`src/rtl/smp_conv_timer.sv`:
```
module smp_conv_timer #(
  parameter int NUM_CH    = 18,
  parameter int CONV_HALF = 25,
  localparam int CH_W     = (NUM_CH > 1) ? $clog2(NUM_CH) : 1,
  localparam int MAX_SMP  = 479,
  localparam int CNT_W    = $clog2(((MAX_SMP > CONV_HALF) ? MAX_SMP : CONV_HALF) + 1)
) (
  input  logic                  clk,
  input  logic                  rst_n,
  input  logic                  start,
  input  logic [CH_W-1:0]       ch_idx,
  input  logic [3*NUM_CH-1:0]   smp_table,
  output logic                  sampling,
  output logic                  converting,
  output logic                  busy,
  output logic                  eoc
);

  typedef enum logic [1:0] {ST_IDLE, ST_SAMP, ST_CONV} phase_t;

  phase_t           phase;
  logic [CNT_W-1:0] cnt;
  logic             eoc_q;
  logic [2:0]       code;
  logic [CNT_W-1:0] smp_len;

  function automatic logic [CNT_W-1:0] half_ticks(input logic [2:0] c);
    case (c)
      3'd0:    half_ticks = CNT_W'(3);
      3'd1:    half_ticks = CNT_W'(15);
      3'd2:    half_ticks = CNT_W'(27);
      3'd3:    half_ticks = CNT_W'(57);
      3'd4:    half_ticks = CNT_W'(83);
      3'd5:    half_ticks = CNT_W'(111);
      3'd6:    half_ticks = CNT_W'(143);
      default: half_ticks = CNT_W'(MAX_SMP);
    endcase
  endfunction

  assign code    = smp_table[3*int'(ch_idx) +: 3];
  assign smp_len = half_ticks(code);

  always_ff @(posedge clk) begin
    if (!rst_n) begin
      phase <= ST_IDLE;
      cnt   <= '0;
      eoc_q <= 1'b0;
    end else begin
      eoc_q <= 1'b0;
      case (phase)
        ST_IDLE: if (start) begin
          phase <= ST_SAMP;
          cnt   <= smp_len - 1'b1;
        end
        ST_SAMP: if (cnt == '0) begin
          phase <= ST_CONV;
          cnt   <= CNT_W'(CONV_HALF - 1);
        end else begin
          cnt <= cnt - 1'b1;
        end
        ST_CONV: if (cnt == '0) begin
          phase <= ST_IDLE;
          eoc_q <= 1'b1;
        end else begin
          cnt <= cnt - 1'b1;
        end
        default: phase <= ST_IDLE;
      endcase
    end
  end

  assign sampling   = (phase == ST_SAMP);
  assign converting = (phase == ST_CONV);
  assign busy       = sampling | converting;
  assign eoc        = eoc_q;

endmodule

```
`config.mk`:
```
export PLATFORM = sky130hd
export DESIGN_NAME = smp_conv_timer
export DESIGN_NICKNAME = d
export VERILOG_FILES = /design/src/rtl/smp_conv_timer.sv
export SDC_FILE = /design/constraint.sdc
export NUM_CORES = 1
export LEC_CHECK = 0
export BUFFER_PORTS_ARGS = -buffer_cell sky130_fd_sc_hd__buf_2
export CAP_MARGIN = 10
export CORE_UTILIZATION = 51
export CTS_CLUSTER_SIZE = 28
export DETAILED_ROUTE_END_ITERATION = 16
export GPL_TIMING_DRIVEN = 0
export PLACE_DENSITY = 0.87
export SLEW_MARGIN = 20
export SYNTH_ARGS = -nofsm -noshare
export SYNTH_HDL_FRONTEND = slang
export SYNTH_SLANG_ARGS = --single-unit
```
`constraint.sdc`:
```
create_clock -name clk -period 7.11 [get_ports clk]
set_clock_uncertainty 0.1 [all_clocks]
set_input_delay 1.7775 -clock clk [delete_from_list [all_inputs] [get_ports clk]]
set_output_delay 1.7775 -clock clk [all_outputs]
set_load 0.005 [all_outputs]
```
==> metrics.md <==
| Metric | Value |
|---|---|
| Result of the run | complete, no violations |
| Detailed Route WL | between 3000 and 4000 µm |
| Die Y-Extent | around 55 µm |
| Maximum number of pins on one net before global-route repair | 11 |
| Worst hold slack across all endpoints | between 0.4 and 0.5 ns |
| Worst EP required | roughly 7 ns |
| Cell with the largest stage delay on the worst path | mux4_1 |
| Core region area | 2567 µm² |
| Worst endpoint data arrival time | approximately 3.6 ns |
| Leading cell type by number of instances after synthesis | mux2i_1 |
| Family of cells with the greatest summed delay on the critical path | multiplexers |
| Antenna cells | 0 |
| Post-synthesis average cell area | slightly below 9 µm² |
| Area leader, netlist | dfxtp_1 |
| Setup crit start kind | input port |
| Path length in cells of the critical path | 9 |
| Aggregate negative setup slack | 0 ns |
| Area Overhead vs Synth | 26.71% |
| Total chip power | approximately 450 µW |
| Cells taking the most area after synthesis | dfxtp_1 (17%), mux2i_1 (13%), mux4_1 (7.4%) |
| Crit path kind | in2reg |
| TritonCTS clock tree | built |
| Total die area | 3007 µm² |
| Vias | 1549 |
| Quantity of hold-fixing buffers added after cts | 0 |
| Highest clock rate | 0.2845 GHz |
| Antenna violations before repair | 0 |
| DPL Wire Length | slightly below 3000 µm |
| Setup violators final | 0 |
| Post-synth EDFFs | 0 |
| Post-synthesis async set-or-reset flop share | 0% |
| Wirelength per Cell | roughly 14 µm |
| Count of fill cells added during filler insertion | between 200 and 250 |
| Number of buffers created by CTS | 3 |
| Via density per instance | around 6.0 |
| First-pass GRT wire length | about 5600 µm |
| Power density cells | 251.3 nW/µm² |
| Post-synthesis cell type count | 48 |
| Buffer count from post-CTS setup fixing | 0 |
| Number of resized instances in the post-cts repair step | 0 |
| Die X | 54.84 µm |
| Global route hottest layer | met2 |
| Net count of the finished layout | roughly 300 |
| Clock Pin Slew Worst Setup and Hold Paths | about 0.080 ns |
| Clock Path Buffers | 2 |
| Sequential fraction of the synthesis area | 16.87% |
| Cells on worst reg2reg path | 9 |
| Unrepaired setup endpoints after global routing | no |
| Category of the worst setup path capture point | flip-flop |
| Starting utilization of the core area | between 50% and 60% |
| Class of the most critical hold timing path | reg2reg |
| Placer congestion estimate | approximately 0.8 |
| Clock network latency to the later pin of the worst-skew pair | a little under 0.3 ns |
| Cells on Worst Hold Path | 2 |
| Maximum net fanout on the critical path | 10 |
| Buffers & Inverters on Critical Path | 3 |
| DRC violation total after the first TritonRoute iteration | 47 |
| I/O pin total | between 60 and 70 |
| Cell breakdown of the critical path | buf_2 -> buf_6 -> buf_12 -> mux4_1 -> mux2_2 -> nand2_4 -> nand2_4 -> a31oi_1 -> nor2_1 |
| Synth Instances | around 160 |
| DRC Markers | 0 |
| Max Cap Violations | 0 |
| Final Max Tran Viols | 0 |
| # H-tree levels | 1 |
| Worst Setup Slack post-DPL | 3.299 ns |
| Met1 Resource Use GR | a little under a third |
| Number of buffers added on ports | 64 |
| DRT Pass-1 Iters | 4 |
| Number of global-route vias before repair | about 1.4k |
| Synthesized cell area | 1424 µm² |
| Crit path time final | between 3 and 4 ns |
| Final-report hold violation count | 0 |
| Maximum VDD drop | ~0.28 mV |
| CTS root buf | clkbuf_4 |
| Dominant synthesized flop cell | dfxtp_1 |
| Number of flip-flops and latches in the synthesized netlist | 12 |
| Site row count | 18 |
| PnR worst setup slack | 3.595 ns |
| Synth Warn # | 0 |
| Transition time at the pin with the least slew margin | slightly above 0.6 ns |
| Yosys top cell area share | about 17% |
| Routed Antenna Nets | 0 |
| Global router's overall resource usage | roughly a quarter |
| Fraction of final layout cells sized beyond drive strength 1 | between 30 and 40% |
| Global routing met2 resource utilization | a little under half |
| Max incr delay on CP | roughly 0.57 ns |
| Mapped Nets | about 230 |
| Most frequent cells after synthesis | mux2i_1 (18), nor2_1 (16), dfxtp_1 (12), o21ai_0 (11), a21oi_1 (8) |
| Overall overflow remaining after global route | 0 |
| Tightest slew margin relative to the limit | 59.31% |
| Finished Cell Area | ~1800 µm² |
| Area after DPL | 1782 µm² |
| CTS Sinks | 12 |
| Static leakage | approximately 0.85 nW |
| CP dominant cell by count | nand2_4 |
| Crit share post-route | between 40% and 50% |
| Met3 usage in global routing | 5.833% |
[flip-flops by register name, summed over array words and instances, names as in the netlist]
| name | cells |
|---|---|
| cnt | 9 |
| phase | 2 |
| eoc | 1 |
[power by group]
part,switching [mW],leakage [nW],internal (mW),total (mW)
Sequential,0.0287,0.0986,0.0887,0.117
Clock,0.0250,0.0138,0.0197,0.0448
Combinational,0.158,0.739,0.133,0.291
[path summary, 6_finish.rpt]
check,startpoint,to,slack [ns]
setup / recovery,ch_idx[0],cnt[7],3.59
hold / removal,cnt[3],cnt[3],0.44
setup reg to reg,cnt[0],cnt[7],4.66
hold reg to reg,cnt[3],cnt[3],0.44
[cell families after synthesis]
group	count (synthesis)	share of synthesized area [%]
XOR/XNOR	7	4.306
flip-flops	12	16.87
AND/OR/NAND/NOR	46	17.84
adder cells (fa/ha/maj)	7	6.151
buffers and inverters	16	6.678
AO/OA/AOI/OAI	50	24.17
multiplexers	25	23.99
[stage by stage]
| step | utilization [%] | std cells |
|---|---|---|
| 6_report | 70.27 | 260 |
| 5_1_grt | 70.27 | 260 |
| 3_5_place_dp | 69.40 | 257 |
| 3_3_place_gp | 69.40 | 257 |
| 2_1_floorplan | - | 163 |
| 4_1_cts | 70.27 | 260 |
[placed cells by master, fill, tap and decap left out, types with 2 or more instances in the layout]
master / Yosys / layout
xor2_1: 3 / 3
xnor2_1: 4 / 4
a22oi_1: 4 / 4
inv_1: 7 / 7
dfxtp_1: 12 / 12
o211ai_1: 6 / 6
nor2b_1: 6 / 6
and3_1: 2 / 2
clkbuf_1: 3 / 3
a211oi_2: 2 / 2
nor3_1: 5 / 5
mux2i_1: 18 / 18
clkbuf_4: 0 / 3
o21ai_0: 11 / 11
mux4_2: 2 / 2
ha_1: 7 / 7
o21ai_1: 3 / 3
a31o_2: 2 / 2
nand2_1: 4 / 4
nor2_1: 16 / 16
a31oi_1: 4 / 4
buf_2: 3 / 67
mux4_1: 4 / 4
buf_6: 2 / 2
nand2_4: 2 / 2
a21oi_1: 8 / 8
[worst register-to-register path, cell delays in order, from the launching register on]
cell	delay (ns)
dfxtp_1	0.41
inv_1	0.10
ha_1	0.22
and4_1	0.17
buf_2	0.17
a211oi_2	0.38
clkbuf_1	0.38
o21ai_0	0.16
a31oi_1	0.20
nor2_1	0.07
[layout make-up]
class                   instances  area [µm²]  share of cell area [%]
plain buffers                   9       68.82                   3.814
clock buffers                   3       22.52                   1.248
inverters                       7       26.28                   1.456
multi-input cells             135        1089                   60.33
flip-flops and latches         12       240.2                   13.31
well taps                      30       37.54                   2.080
repair buffers                 64       320.3                   17.75
[metal layers]
layer	up-vias	share of wire, %
li1	758	-
met3	4	5.6
met4	0	0.75
met5	-	0
met1	727	42
met2	60	52
No activity file was read; power rests on OpenSTA's default activity.
